## src/rtl/ee_pkg.sv

```systemverilog
package ee_pkg;
  typedef enum logic [1:0] {OP_START, OP_STOP, OP_BYTE} sym_op_e;

  localparam logic [7:0] CMD_OFS = 8'h58;
  localparam logic [7:0] DAT_OFS = 8'h5C;
  localparam int BIT_TYPE = 24;
  localparam int BIT_GO   = 25;
  localparam int BIT_ERR  = 28;
endpackage

```

## src/rtl/ee_bitio.sv

```systemverilog
module ee_bitio
  import ee_pkg::*;
#(
  parameter int QTR_CYC = 8
) (
  input  logic       clk,
  input  logic       rst_n,
  input  logic       go,
  input  sym_op_e    op,
  input  logic [7:0] tx_byte,
  input  logic       tx_ack,
  input  logic       sda_in,
  output logic       done,
  output logic [7:0] rx_byte,
  output logic       rx_nack,
  output logic       scl_o,
  output logic       sda_low_o
);
  localparam int QW = (QTR_CYC > 1) ? $clog2(QTR_CYC) : 1;

  logic          active;
  sym_op_e       op_q;
  logic [QW-1:0] qcnt;
  logic [1:0]    qtr;
  logic [3:0]    bitn;
  logic [8:0]    shtx, shrx;
  logic          park_scl, park_sda_low;
  logic          tick;

  assign tick    = (qcnt == QW'(QTR_CYC - 1));
  assign rx_byte = shrx[8:1];
  assign rx_nack = shrx[0];

  always_ff @(posedge clk or negedge rst_n) begin
    if (!rst_n) begin
      active <= 1'b0; op_q <= OP_STOP; qcnt <= '0; qtr <= '0; bitn <= '0;
      shtx <= '1; shrx <= '0; done <= 1'b0;
      park_scl <= 1'b1; park_sda_low <= 1'b0;
    end else begin
      done <= 1'b0;
      if (!active) begin
        if (go) begin
          active <= 1'b1; op_q <= op; qcnt <= '0; qtr <= '0; bitn <= '0;
          shtx <= {tx_byte, tx_ack};
        end
      end else begin
        qcnt <= tick ? '0 : qcnt + 1'b1;
        if (tick) begin
          qtr <= qtr + 1'b1;
          if (qtr == 2'd1 && op_q == OP_BYTE) shrx <= {shrx[7:0], sda_in};
          if (qtr == 2'd3) begin
            if (op_q == OP_BYTE && bitn != 4'd8) begin
              bitn <= bitn + 1'b1;
              shtx <= {shtx[7:0], 1'b1};
            end else begin
              active <= 1'b0;
              done   <= 1'b1;
              park_scl     <= (op_q == OP_STOP);
              park_sda_low <= (op_q == OP_START);
            end
          end
        end
      end
    end
  end

  always_comb begin
    if (!active) begin
      scl_o = park_scl; sda_low_o = park_sda_low;
    end else begin
      unique case (op_q)
        OP_START: begin scl_o = (qtr == 2'd1) || (qtr == 2'd2); sda_low_o = qtr[1]; end
        OP_STOP:  begin scl_o = (qtr != 2'd0); sda_low_o = !qtr[1]; end
        default:  begin scl_o = (qtr == 2'd1) || (qtr == 2'd2); sda_low_o = !shtx[8]; end
      endcase
    end
  end
endmodule

```

## src/rtl/ee_seq.sv

```systemverilog
module ee_seq
  import ee_pkg::*;
#(
  parameter logic [6:0] DEV_ADDR   = 7'h50,
  parameter int         POLL_LIMIT = 64
) (
  input  logic       clk,
  input  logic       rst_n,
  input  logic       launch,
  input  logic       is_read,
  input  logic [7:0] mem_addr,
  input  logic [7:0] wr_byte,
  output logic       phy_go,
  output sym_op_e    phy_op,
  output logic [7:0] phy_tx,
  output logic       phy_ack,
  input  logic       phy_done,
  input  logic [7:0] phy_rx,
  input  logic       phy_nack,
  output logic       fin,
  output logic       fin_err,
  output logic [7:0] rd_byte
);
  localparam int PW = $clog2(POLL_LIMIT + 1);

  typedef enum logic [3:0] {
    S_IDLE, S_START, S_DEVW, S_ADDR, S_WDATA, S_RSTART, S_DEVR, S_RDATA,
    S_STOP, S_PSTART, S_PDEV, S_PSTOP
  } step_e;

  step_e         step;
  logic          issued, failed, probe_ok;
  logic [PW-1:0] probes;

  assign phy_go  = (step != S_IDLE) && !issued;
  assign phy_ack = 1'b1;

  always_comb begin
    unique case (step)
      S_START, S_RSTART, S_PSTART: phy_op = OP_START;
      S_STOP, S_PSTOP, S_IDLE:     phy_op = OP_STOP;
      default:                     phy_op = OP_BYTE;
    endcase
    unique case (step)
      S_DEVW, S_PDEV: phy_tx = {DEV_ADDR, 1'b0};
      S_DEVR:         phy_tx = {DEV_ADDR, 1'b1};
      S_ADDR:         phy_tx = mem_addr;
      S_WDATA:        phy_tx = wr_byte;
      default:        phy_tx = 8'hFF;
    endcase
  end

  always_ff @(posedge clk or negedge rst_n) begin
    if (!rst_n) begin
      step <= S_IDLE; issued <= 1'b0; failed <= 1'b0; probe_ok <= 1'b0;
      probes <= '0; fin <= 1'b0; fin_err <= 1'b0; rd_byte <= '0;
    end else begin
      fin <= 1'b0; fin_err <= 1'b0;
      if (step == S_IDLE) begin
        if (launch) begin
          step <= S_START; issued <= 1'b0; failed <= 1'b0; probes <= '0;
        end
      end else if (phy_done) begin
        issued <= 1'b0;
        unique case (step)
          S_START:  step <= S_DEVW;
          S_DEVW:   if (phy_nack) begin failed <= 1'b1; step <= S_STOP; end
                    else step <= S_ADDR;
          S_ADDR:   if (phy_nack) begin failed <= 1'b1; step <= S_STOP; end
                    else step <= is_read ? S_RSTART : S_WDATA;
          S_WDATA:  begin failed <= phy_nack; step <= S_STOP; end
          S_RSTART: step <= S_DEVR;
          S_DEVR:   if (phy_nack) begin failed <= 1'b1; step <= S_STOP; end
                    else step <= S_RDATA;
          S_RDATA:  begin rd_byte <= phy_rx; step <= S_STOP; end
          S_STOP:   if (failed || is_read) begin
                      fin <= 1'b1; fin_err <= failed; step <= S_IDLE;
                    end else step <= S_PSTART;
          S_PSTART: step <= S_PDEV;
          S_PDEV:   begin probe_ok <= !phy_nack; step <= S_PSTOP; end
          S_PSTOP:  if (probe_ok) begin fin <= 1'b1; step <= S_IDLE; end
                    else if (probes == PW'(POLL_LIMIT - 1)) begin
                      fin <= 1'b1; fin_err <= 1'b1; step <= S_IDLE;
                    end else begin
                      probes <= probes + 1'b1; step <= S_PSTART;
                    end
          default:  step <= S_IDLE;
        endcase
      end else if (phy_go) begin
        issued <= 1'b1;
      end
    end
  end
endmodule

```

## src/rtl/ee_byte_access.sv

```systemverilog
module ee_byte_access
  import ee_pkg::*;
#(
  parameter int         AW         = 8,
  parameter int         QTR_CYC    = 8,
  parameter logic [6:0] DEV_ADDR   = 7'h50,
  parameter int         POLL_LIMIT = 64
) (
  input  logic          clk,
  input  logic          rst_n,
  input  logic [AW-1:0] reg_addr,
  input  logic          reg_we,
  input  logic [31:0]   reg_wdata,
  output logic [31:0]   reg_rdata,
  output logic          scl_o,
  output logic          sda_low_o,
  input  logic          sda_in
);
  logic [7:0] addr_q, data_q;
  logic       type_q, busy_q, err_q;
  logic       cmd_wr, dat_wr, launch;
  logic       phy_go, phy_ack, phy_done, phy_nack, fin, fin_err;
  sym_op_e    phy_op;
  logic [7:0] phy_tx, phy_rx, rd_byte;
  logic       unused_bits;

  assign cmd_wr = reg_we && (reg_addr == AW'(CMD_OFS));
  assign dat_wr = reg_we && (reg_addr == AW'(DAT_OFS));
  assign launch = cmd_wr && !busy_q && reg_wdata[BIT_GO];
  assign unused_bits = ^{reg_wdata[31:29], reg_wdata[27:26], reg_wdata[23:8]};

  always_ff @(posedge clk or negedge rst_n) begin
    if (!rst_n) begin
      addr_q <= '0; data_q <= '0; type_q <= 1'b0; busy_q <= 1'b0; err_q <= 1'b0;
    end else begin
      if (cmd_wr && !busy_q) begin
        addr_q <= reg_wdata[7:0];
        type_q <= reg_wdata[BIT_TYPE];
      end
      if (launch) busy_q <= 1'b1;
      if (dat_wr && !busy_q) data_q <= reg_wdata[7:0];
      if (fin) begin
        busy_q <= 1'b0;
        if (type_q && !fin_err) data_q <= rd_byte;
      end
      if (fin && fin_err) err_q <= 1'b1;
      else if (cmd_wr && reg_wdata[BIT_ERR]) err_q <= 1'b0;
    end
  end

  always_comb begin
    reg_rdata = '0;
    if (reg_addr == AW'(CMD_OFS)) begin
      reg_rdata[7:0]      = addr_q;
      reg_rdata[BIT_TYPE] = type_q;
      reg_rdata[BIT_GO]   = busy_q;
      reg_rdata[BIT_ERR]  = err_q;
    end else if (reg_addr == AW'(DAT_OFS)) begin
      reg_rdata[7:0] = data_q;
    end
  end

  ee_seq #(.DEV_ADDR(DEV_ADDR), .POLL_LIMIT(POLL_LIMIT)) u_seq (
    .clk(clk), .rst_n(rst_n), .launch(launch), .is_read(type_q),
    .mem_addr(addr_q), .wr_byte(data_q),
    .phy_go(phy_go), .phy_op(phy_op), .phy_tx(phy_tx), .phy_ack(phy_ack),
    .phy_done(phy_done), .phy_rx(phy_rx), .phy_nack(phy_nack),
    .fin(fin), .fin_err(fin_err), .rd_byte(rd_byte)
  );

  ee_bitio #(.QTR_CYC(QTR_CYC)) u_bitio (
    .clk(clk), .rst_n(rst_n), .go(phy_go), .op(phy_op), .tx_byte(phy_tx),
    .tx_ack(phy_ack), .sda_in(sda_in), .done(phy_done), .rx_byte(phy_rx),
    .rx_nack(phy_nack), .scl_o(scl_o), .sda_low_o(sda_low_o)
  );
endmodule

```

## config.mk

```make
export PLATFORM = sky130hd
export DESIGN_NAME = ee_byte_access
export DESIGN_NICKNAME = d
export VERILOG_FILES = /design/src/rtl/ee_pkg.sv /design/src/rtl/ee_bitio.sv /design/src/rtl/ee_seq.sv /design/src/rtl/ee_byte_access.sv
export SDC_FILE = /design/constraint.sdc
export NUM_CORES = 1
export LEC_CHECK = 0
export CORE_MARGIN = 2
export CORE_UTILIZATION = 35
export CTS_BUF_LIST = sky130_fd_sc_hd__clkbuf_2 sky130_fd_sc_hd__clkbuf_4 sky130_fd_sc_hd__clkbuf_8
export CTS_CLUSTER_DIAMETER = 150
export DETAILED_ROUTE_END_ITERATION = 6
export SYNTH_ARGS = -nofsm -noshare
export SYNTH_HDL_FRONTEND = slang
export SYNTH_SLANG_ARGS = --single-unit
export TNS_END_PERCENT = 20
```

## constraint.sdc

```tcl
create_clock -name clk -period 2.5 [get_ports clk]
set_input_delay 0.375 -clock clk [delete_from_list [all_inputs] [get_ports clk]]
set_output_delay 0.375 -clock clk [all_outputs]
set_load 0.005 [all_outputs]
```

# Word-level counts from Yosys, hierarchy flattened
# Cells that the tools add are included.
[totals]
ff_bits = 76
in_bits = 44
elab_cells = 182
[op_classes]
addsub = 4
n_eq_ne = 28
muxes = 78
bitwise_logic = 3
reduce_logical = 46
[op_table]
columns = ["cell", "n"]
rows = [
  ["$mux 4", 14],
  ["$mux 9", 5],
  ["$mux 7", 6],
  ["$mux 8", 5],
  ["$pmux 4 s10", 1],
  ["$mux 1", 34],
  ["$pmux 8 s4", 1],
  ["$eq 4x3->1 const B", 4],
  ["$eq 4x4->1 const B", 4],
  ["$eq 8x7->1 const B", 2],
  ["$reduce_and 4->1", 3],
  ["$reduce_bool 2->1", 6],
  ["$logic_and 1x1->1", 11],
  ["$ne 2x2->1 const B", 5],
  ["$mux 3", 3],
  ["$reduce_and 3->1", 3],
  ["$reduce_or 3->1", 3],
  ["$eq 4x2->1 const B", 2],
  ["$mux 2", 4],
  ["$pmux 1 s2", 4],
  ["$reduce_and 2->1", 4],
  ["$add 7x1->7 const B", 1],
  ["$eq 7x6->1 const B", 1],
  ["$eq 2x2->1 const B", 3],
  ["19 further kinds", 30],
]

# Logic depth before layout (Yosys ltp)
# Gate-level depths: netlist (run 1).
[logic_depth]
depth_word = 6
ltp_mapped = 7

# Modules after synthesis
# From an unflattened synthesis (run 1), not the netlist that was laid out.
[unflattened]
cells_unflattened = 433
area_unflattened_um2 = 4377.9
[modules_own_cells]
columns = ["module", "instances", "cells_per_inst", "area_per_inst_um2"]
rows = [
  ["ee_bitio", 1, 140, 1629.1],
  ["ee_seq", 1, 174, 1524.0],
  ["ee_byte_access", 1, 119, 1224.9],
]

# Least setup slack after synthesis (run 1)
# No wires, ideal clock.
[synth_path]
path_kind = "register to register"
from = "register u_bitio.qcnt[0]"
to = "register u_bitio.shtx[6]"
setup_time_ns = 0.082
arrival_ns = 1.839
t_required_ns = 2.418
path_slack_ns = 0.578
path_stages_with_launch = 8
n_path_buf = 1
period_less_slack_ns = 1.922
path_cell_list = "dfrtp_1 > ha_1 > ha_1 > clkbuf_1 > and2_1 > nand3_1 > a21oi_4 > mux2_4"
[synth_between]
elab_chain_cells = 3
[synth_rtl]
columns = ["element", "line_no", "source"]
rows = [
  ["start: declaration", "ee_bitio.sv:23", "logic [QW-1:0] qcnt;"],
  ["start signal: assignment", "ee_bitio.sv:47", "qcnt <= tick ? '0 : qcnt + 1'b1;"],
  ["$eq 3x3->1", "ee_bitio.sv:30", "assign tick = (qcnt == QW'(QTR_CYC - 1));"],
  ["$ne 2x2->1 (no line)", "--", ""],
  ["$reduce_and 4->1 (no line)", "--", ""],
  ["end signal: assignment", "ee_bitio.sv:44", "shtx <= {tx_byte, tx_ack};"],
  ["end signal: assignment", "ee_bitio.sv:54", "shtx <= {shtx[7:0], 1'b1};"],
  ["end: declaration", "ee_bitio.sv:26", "logic [8:0] shtx, shrx;"],
]
# Every way passes these cells.
# A chain may end at the register's enable or synchronous reset.

# Final worst setup path (run 1)
[layout_path]
from = "register u_bitio.qtr[1]"
to = "output port scl_o"
[layout_between]
elab_chain_cells = 4
word_cells_on_any_way = 6
[layout_rtl]
columns = ["element", "line_no", "source"]
rows = [
  ["start: declaration", "ee_bitio.sv:24", "logic [1:0] qtr;"],
  ["start signal: assignment", "ee_bitio.sv:49", "qtr <= qtr + 1'b1;"],
  ["$eq 2x1->1 / $eq 2x2->1 (equally long branches)", "ee_bitio.sv:72, ee_bitio.sv:74", ""],
  ["$logic_or 1x1->1", "ee_bitio.sv:72, ee_bitio.sv:74", ""],
  ["$mux 1 *", "--", ""],
  ["$mux 1 *", "ee_bitio.sv:68", "if (!active) begin"],
  ["end: declaration", "ee_byte_access.sv:15", "output logic scl_o,"],
]
# Every way passes the cells marked *; elsewhere a longest branch is shown, timed or not.

==> results of run 1 <==
==> per-layer routing <==
metal	share of wire, %	wire (um)
met5	0	0
met4	1.5	137
met3	4.1	370
met2	47	4240
met1	48	4360
==> kinds of logic after synthesis <==
kind of cell / after synthesis / share of synthesized area [%]
xor+xnor: 4 / 0.849
fa+ha+maj: 8 / 2.43
other cells: 1 / 0.0909
compound gates: 94 / 15.3
flops: 75 / 45.8
mux: 49 / 13.0
simple gates: 103 / 14.7
buf+inv: 61 / 7.83
==> timing repair <==
item / in CTS / in global routing
endpoints found under the setup margin: 8 / 9
resized for setup: 1 / 14
pin swaps: 0 / 1
endpoints found under the hold margin: 27 / 0
hold buffers: 1 / 0
==> where the power goes <==
group          internal [mW]  switching (mW)
Clock                  0.488           0.475
Combinational         0.0510          0.0482
Sequential              1.23          0.0156
Total                   1.77           0.539
==> synth_stat cells (10+ instances only) <==
| cell type | count | area, um2 |
|---|---|---|
| a21oi_1 | 28 | 140 |
| a22o_1 | 11 | 96.3 |
| buf_4 | 22 | 165 |
| clkbuf_1 | 10 | 37.5 |
| dfrtp_1 | 65 | 1630 |
| dfstp_2 | 10 | 263 |
| inv_1 | 20 | 75.1 |
| mux2_2 | 28 | 315 |
| mux2i_1 | 19 | 190 |
| nand2_1 | 18 | 67.6 |
| nand3_1 | 10 | 50.1 |
| nor2_1 | 20 | 75.1 |
| o21ai_0 | 16 | 80.1 |
==> final cells by class <==
| type | count | area, um2 | share of cell area [%] |
|---|---|---|---|
| multi-input combinational | 279 | 2000 | 41.0 |
| sequential | 75 | 1890 | 38.8 |
| timing repair buffer | 52 | 526 | 10.8 |
| tap | 143 | 179 | 3.68 |
| clock buffer | 10 | 138 | 2.83 |
| inverter | 20 | 75.1 | 1.54 |
| clock inverter | 6 | 63.8 | 1.31 |
==> stage by stage <==
stage          std cells  hold WS, ps  cell area [um2]
2_1_floorplan        415         79.4             4200
3_3_place_gp         568          344             4610
3_5_place_dp         568          345             4610
4_1_cts              585          467             4830
5_1_grt              585          491             4870
6_report             585          468             4870
==> path summary, 6_finish.rpt <==
path,start,end,slack (ps),depth (start not counted)
hold / removal,u_seq.fin$_DFF_PN0_,busy_q$_DFFE_PN0P_,470,1
min in group asynchronous,rst_n,u_bitio.active$_DFF_PN0_,500,2
hold reg to reg,u_seq.fin$_DFF_PN0_,busy_q$_DFFE_PN0P_,470,1
setup / recovery,u_bitio.qtr[1]$_DFFE_PN0P_,scl_o,220,5
setup reg to reg,u_bitio.qcnt[0]$_DFFE_PN0P_,u_bitio.shtx[8]$_DFFE_PN1P_,430,6
max in group asynchronous,rst_n,u_bitio.shtx[4]$_DFFE_PN1P_,1360,3
==> flip-flops by register name, summed over array words and instances, names as in the netlist, 2 cells and up <==
register	count
u_bitio.shrx	9
u_seq.step	4
u_bitio.op_q	2
u_bitio.shtx	8
data_q	8
addr_q	8
u_bitio.qtr	2
u_seq.probes	7
u_bitio.qcnt	3
u_bitio.bitn	4
u_seq.rd_byte	8
==> worst register-to-register path: stages (launching register included) <==
cell and delay (ps):
dfrtp_1 380, ha_1 160, ha_1 310, and2_1 220
nand3_1 170, a21oi_4 440, mux2_4 340
==> impl_metrics.tcl, run 1 <==
set metrics [dict create \
    outcome "finished, final reports clean" \
    endpoint_kind "output pin" \
    core_mm2 0.0115 \
    worstPathArrival_ps 1900 \
    drt_iter0_drc 159 \
    grtUsageMet1_pct 20.5 \
    grt_max_degree 47 \
    synth_cells 395 \
    critPathTopFamily "buffers and inverters" \
    drv_cap 0 \
    synth-edff-count 0 \
    post-dp-hpwl_mm 6.53 \
    power_mw 2.31 \
    grtUsageMet2_pct 23.7 \
    drive_gt1_share_pct 18.6 \
    cts.clk_slew.worst_paths_ps 80 \
    pre_cts_ws_ps -57.7 \
    syn_to_final_growth_pct 18.0 \
    clkLatencyLatePin_ps 350 \
    port_buffers 35 \
    syn_avg_cell_area_um2 10.4 \
    cp_max_fo 5 \
    cp_common_cell "a21oi_1" \
    layout_commonest_cell "dfrtp_1" \
    cts.sinks 75 \
    numCtsBuffers 9 \
    drt-total-wl_mm 9.10 \
    worst_slew_pin_slew_ps 708 \
    synth_area_mm2 0.00413 \
    drv_slew 0 \
    fmaxAchievable_mhz 439 \
    powerDensity_mw_per_mm2 474 \
    post-route-min-period_ps 2280 \
    finalSetupViolCount 0 \
    row_count 39 \
    num_antenna_cells 0 \
    cpPeakStageDelay_ps 520 \
    ir_drop_v 0.000243 \
    final_cell_mix "65 x dfrtp_1, 28 x a21oi_1, 28 x mux2_2" \
    grt_pass1_wl_mm 15.1 \
    grt_use_met3_pct 2.16 \
    io_pins 78 \
    clock_path_buffers 2 \
    grt_pass1_vias 3037 \
    worstPathRequired_ps 2120 \
    grt.busiest_layer "met2" \
    slew-limit-headroom_pct 52.7 \
    post_cts_buffers 0 \
    worstSetupPathType "reg2out" \
    fin_ws_ps 223 \
    die-height_um 113 \
    p_leak_nw 2.28 \
    seq_area_frac_synth_pct 45.8 \
    fin_crit_sh_pct 91.1 \
    synth_cell_types 63 \
    gp_congestion 0.825 \
    hold_violations 0 \
    fill_cells 1088 \
    wl_per_cell_um 15.6 \
    grt_overflow 0 \
    utilization_pct 42.5 \
    num_vias 3082 \
    track_usage_pct 14.9 \
    antenna_left 0 \
    worstHoldPathType "reg2reg" \
    rsz0062_at_grt "no" \
    worst-path-buf-inv 2 \
    startpoint_type "flop" \
    initial_utilization_pct 36.0 \
    critPathSlowestCell "clkdlybuf4s50_1" \
    viasPerCell 5.27 \
    dr.pass1.iters 5 \
    drc 0 \
    crit_chain "inv_1 -> ha_1 -> a21oi_1 -> a21oi_1 -> clkdlybuf4s50_1" \
    ys.flop_type "dfrtp_1" \
    tns_ps 0 \
    clockRootBuffer "clkbuf_8" \
    cts-htree-levels 3 \
    cts_tree "built" \
    finalNetCount 489 \
    die_area_mm2 0.0127 \
    synth_seq_cells 75 \
    fp.dieW_um 113 \
    fin_skew_ps 10.3 \
    synthArstFlopShare_pct 100 \
    yosysWarningCount 0 \
    antenna_found_initial 0 \
]
Note: power is estimated with default switching activity, not from simulation.
==> inputs of run 2 (changes only) <==
CORE_MARGIN = not set   (was 2)
==> run 2 against run 1 <==
  * Via count is 0.75% lower
  * Cell area hardly changed
  * Worst hold slack worse by 310 ps
  * Global-route usage is 0.91 points higher
  * Combinational power is 4.6% lower
  * Non-clock buffer count stayed put
  * Die area is 3.5% lower
  * Clock power is 3.2% higher
  * Critical path type is now in2out
==> impl_metrics.tcl, run 2 (synthesis results as in run 1) <==
set metrics [dict create \
    outcome "finished, final reports clean" \
    num_antenna_cells 0 \
    die_area_mm2 0.0122 \
    worst_slew_pin_slew_ps 950 \
    fill_cells 1077 \
    grt_pass1_vias 3100 \
    final_cell_mix "65 x dfrtp_1, 28 x a21oi_1, 28 x mux2_2" \
    drv_slew 0 \
    clockRootBuffer "clkbuf_8" \
    ir_drop_v 0.000285 \
    clkLatencyLatePin_ps 360 \
    dp.cells 567 \
    largest_register_ffs 9 \
    cts.sinks 75 \
    viasPerCell 5.23 \
    cts_hold_buffers 0 \
    powerDensity_mw_per_mm2 479 \
    antenna_left 0 \
    finalNetCount 489 \
    post-route-min-period_ps 2420 \
    worstHoldPathType "in2async" \
    wl_per_cell_um 15.6 \
    cts.clk_slew.worst_paths_ps 90 \
    drt_iter0_drc 123 \
    fin_skew_ps 14.5 \
    numCtsBuffers 9 \
    worstSetupPathType "in2out" \
    slew-limit-headroom_pct 36.7 \
    track_usage_pct 15.8 \
    cts_tree "built" \
    grt_overflow 0 \
    dr.pass1.iters 4 \
    fp.dieW_um 111 \
    initial_utilization_pct 36.0 \
    drive_gt1_share_pct 18.8 \
    grt_pass1_wl_mm 15.5 \
    port_buffers 35 \
    fmaxAchievable_mhz 414 \
    final_cells 585 \
    registers.top_by_ff_count "u_bitio.shrx" \
    worstPathRequired_ps 2120 \
    layout_commonest_cell "dfrtp_1" \
    endpoint_kind "output pin" \
    cts-htree-levels 3 \
    rsz0062_at_grt "no" \
    post-dp-hpwl_mm 6.44 \
    fin_crit_sh_pct 96.7 \
    drt-total-wl_mm 9.12 \
    worstPathArrival_ps 2040 \
    cp_max_fo 4 \
    startpoint_type "input pin" \
    die-height_um 111 \
    drv_cap 0 \
    utilization_pct 42.5 \
    gp_congestion 0.776 \
    num_vias 3059 \
    hold_violations 0 \
    drc 0 \
    core_mm2 0.0115 \
    antenna_found_initial 0 \
    syn_to_final_growth_pct 18.0 \
    clock_path_buffers 2 \
    finalSetupViolCount 0 \
    row_count 39 \
    p_leak_nw 2.21 \
    grt_max_degree 76 \
    io_pins 78 \
]
## run 2: changes by cell type in the layout (fill, tap and decap cells not counted), moves of 2 or more
cell / change
clkinv_4: +2
dlymetal6s2s_1: -4
clkdlybuf4s50_1: +3
clkinv_2: -2
## run 2: power by group
part / internal [mW] / switching, mW / leakage (nW)
Clock: 0.478 / 0.516 / 0.102
Sequential: 1.23 / 0.0154 / 0.937
Combinational: 0.0476 / 0.0470 / 1.18
## run 2: metrics by stage
step / hold slack, ps / total power, mW / cell area (um2) / setup TNS, ps / worst slack, ps
global placement: 441 / 1.36 / 4620 / -98.5 / -24.5
global route: 225 / 2.43 / 4870 / 0 / 22.4
finish: 156 / 2.33 / 4870 / 0 / 82.5
CTS: 198 / 2.36 / 4840 / 0 / 11.7
detailed placement: 449 / 1.36 / 4620 / -160 / -42.4
floorplan: 79.4 / 1.31 / 4200 / 0 / 578
## run 2: area by class of cell
cell class	count	area [um2]	area share, %
Clock inverter	7	83.8	1.72
Clock buffer	9	124	2.54
Inverter	20	75.1	1.54
Tap cell	143	179	3.67
Sequential cell	75	1890	38.8
Timing Repair Buffer	52	524	10.8
Multi-Input combinational cell	279	1990	41.0
## run 2: metal layers
layer  routed length, um  track usage [%]  share of wire [%]  up-vias
li1                    -                -                  -     1476
met1                4310             21.3                 47     1503
met2                4370             25.4                 48       70
met3                 307             2.47                3.4       10
met4                 139             6.13                1.5        0
met5                   0                0                  0        -
## run 2: worst paths after layout
kind,to,cells past startpoint,startpoint,slack (ps)
max in group asynchronous,addr_q[2]$_DFFE_PN0N_,1,rst_n,1730
worst max-delay path,reg_rdata[24],6,reg_addr[7],80
worst min register to register,busy_q$_DFFE_PN0P_,1,u_seq.fin$_DFF_PN0_,460
worst min-delay path,u_bitio.qtr[1]$_DFFE_PN0P_,1,rst_n,160
worst max register to register,u_bitio.shtx[6]$_DFFE_PN1P_,6,u_bitio.qcnt[0]$_DFFE_PN0P_,480
min in group clk,busy_q$_DFFE_PN0P_,1,u_seq.fin$_DFF_PN0_,460
## run 2: critical path, cell delays in order
cell	delay [ps]
clkdlybuf4s50_1	390
and4bb_2	330
and3b_2	210
buf_4	120
and2_1	120
clkdlybuf4s50_1	490
## run 2: timing repair
action,4_1_cts,5_1_grt
setup buffers,1,1
setup endpoints to repair,8,10
gates resized for setup,3,9
cloned,0,0
pin swaps,1,1
==> inputs of run 3 (changes only) <==
DONT_BUFFER_PORTS = 1   (was not set)
==> run 3 against run 2 <==
  * Maximum frequency grew 18%
  * Cell count shrank 6.7%
  * Sequential share of layout area grew 3.2 points
  * Wire length shrank 4.9%
  * Clock power grew 17%
  * Critical path depth is the same
  * Power grew 5.6%
  * Flip-flop and latch count is the same
  * Sequential power is essentially flat
  * Via count shrank 4.0%
  * Global-route usage shrank 0.75 points
  * Critical path type is now reg2reg
  * Critical endpoint is now u_bitio.shtx[6]$_DFFE_PN1P_
==> impl_metrics.tcl, run 3 (synthesis results as in run 1) <==
set metrics [dict create \
    die_area_mm2 0.0122 \
    hp-start "reg_wdata[24]" \
    drt_iter0_drc 225 \
    num_vias 2937 \
    intPower_mw 1.94 \
    drc 0 \
    pwr-share-seq_pct 50.5 \
    pre_cts_ws_ps 450 \
    die-height_um 111 \
    registers.top_by_ff_count "u_bitio.shrx" \
    critPathLaunch "u_bitio.qcnt[0]$_DFFE_PN0P_" \
    numCtsBuffers 9 \
    drive_gt1_share_pct 18.6 \
    worstPathRequired_ps 2790 \
    post-route-min-period_ps 2040 \
    grt_pass1_vias 2914 \
    core_mm2 0.0115 \
    fmaxAchievable_mhz 490 \
    worstSetupPathType "reg2reg" \
    fin_ws_ps 458 \
    cts.clk_slew.worst_paths_ps 80 \
    startpoint_type "flop" \
    hold_violations 0 \
    cts-resized-gates 0 \
    outcome "finished, final reports clean" \
    clock_path_buffers 2 \
    syn_to_final_growth_pct 9.10 \
    fp.dieW_um 111 \
    post-dp-hpwl_mm 6.10 \
    fill_cells 1116 \
    grt_max_degree 76 \
    grt_pass1_wl_mm 14.7 \
    cts-htree-levels 3 \
    rr_startpoint "u_bitio.qcnt[0]$_DFFE_PN0P_" \
    clockRootBuffer "clkbuf_8" \
    antenna_left 0 \
    dr.pass1.iters 4 \
    layout_commonest_cell "dfrtp_1" \
    ir_drop_v 0.000302 \
    endpoint_kind "flop" \
    final_cell_mix "65 x dfrtp_1, 28 x a21oi_1, 28 x mux2_2" \
    finalNetCount 450 \
    drt-total-wl_mm 8.68 \
    slew-limit-headroom_pct 58.1 \
    final_cells 546 \
    worst_slew_pin_slew_ps 626 \
    initial_utilization_pct 36.0 \
    tns_ps 0 \
    wl_per_cell_um 15.9 \
    clkLatencyLatePin_ps 350 \
    port_buffers 0 \
    num_antenna_cells 0 \
    post_dp_cell_area_mm2 0.00421 \
    power_mw 2.46 \
    track_usage_pct 15.0 \
    cp_max_fo 10 \
    p_comb_share_pct 2.4 \
    drv_slew 0 \
    fin_area_mm2 0.00450 \
    crit_chain "ha_1 -> ha_1 -> and2_1 -> nand3_1 -> a21oi_4 -> mux2_4" \
    antenna_found_initial 0 \
    cpPeakStageDelay_ps 430 \
    fin_crit_sh_pct 81.7 \
    row_count 39 \
    grt_overflow 0 \
    cp_common_cell "ha_1" \
    hold-worst-slack_ps 165 \
    rsz0062_at_grt "no" \
    swShare_pct 21.2 \
    drv_cap 0 \
    cts.sinks 75 \
    pwr-share-clk_pct 47.1 \
    io_pins 78 \
    gp_congestion 0.792 \
    fin_skew_ps 9.55 \
    largest_register_ffs 9 \
    worstHoldPathType "in2reg" \
    p_leak_nw 1.95 \
    dp.cells 528 \
    utilization_pct 39.2 \
    p_switching_mw 0.522 \
    multi_input_area_mm2 0.00199 \
    regArea_mm2 0.00189 \
    finalSetupViolCount 0 \
    cts_tree "built" \
    viasPerCell 5.38 \
    worstPathArrival_ps 2330 \
    critPathSlowestCell "a21oi_4" \
    powerDensity_mw_per_mm2 547 \
]
[run 3: final timing paths]
kind / slack, ps / to / cells after the start
worst max-delay path: 460 / u_bitio.shtx[6]$_DFFE_PN1P_ / 6
worst min-delay path: 170 / type_q$_DFFE_PN0N_ / 1
worst max register to register: 460 / u_bitio.shtx[6]$_DFFE_PN1P_ / 6
worst min register to register: 470 / u_bitio.shtx[2]$_DFFE_PN1P_ / 2
max in group asynchronous: 1590 / u_bitio.shtx[2]$_DFFE_PN1P_ / 2
min in group asynchronous: 570 / u_bitio.qtr[1]$_DFFE_PN0P_ / 2
[run 3: area by class of cell]
type / instances / share of cell area [%]
Multi-Input combinational cell: 279 / 44.2
Sequential cell: 75 / 42.0
Tap cell: 143 / 3.98
Clock buffer: 10 / 3.06
Timing Repair Buffer: 13 / 2.67
Clock inverter: 6 / 2.47
Inverter: 20 / 1.67
[run 3: power by group through the flow]
stage               Sequential (mW)  Clock [mW]  Combinational, mW
floorplan                      1.26           0             0.0528
global placement               1.27           0             0.0288
detailed placement             1.27           0             0.0298
CTS                            1.24        1.18             0.0613
global route                   1.24        1.24             0.0695
finish                         1.24        1.16             0.0592
[run 3: worst max-delay path, delay by kind of cell, from the launching register on]
| kind | cells | cell delay, ps |
|---|---|---|
| mux | 1 | 340 |
| compound gates | 1 | 430 |
| simple gates | 2 | 370 |
| flops | 1 | 380 |
| fa+ha+maj | 2 | 470 |
[run 3: what timing repair did]
| item | CTS | global route |
|---|---|---|
| hold endpoints to repair | 75 | 0 |
| buffers inserted | 0 | 0 |
| hold buffers | 2 | 0 |
| setup endpoints to repair | 0 | 0 |
[run 3: metal layers]
layer  GRT usage, %  vias to the layer above  routed length (um)
li1               -                     1396                   -
met1           19.6                     1468                3990
met2           24.0                       59                4180
met3           3.35                       14                 353
met4           6.58                        0                 150
met5              0                        -                   0
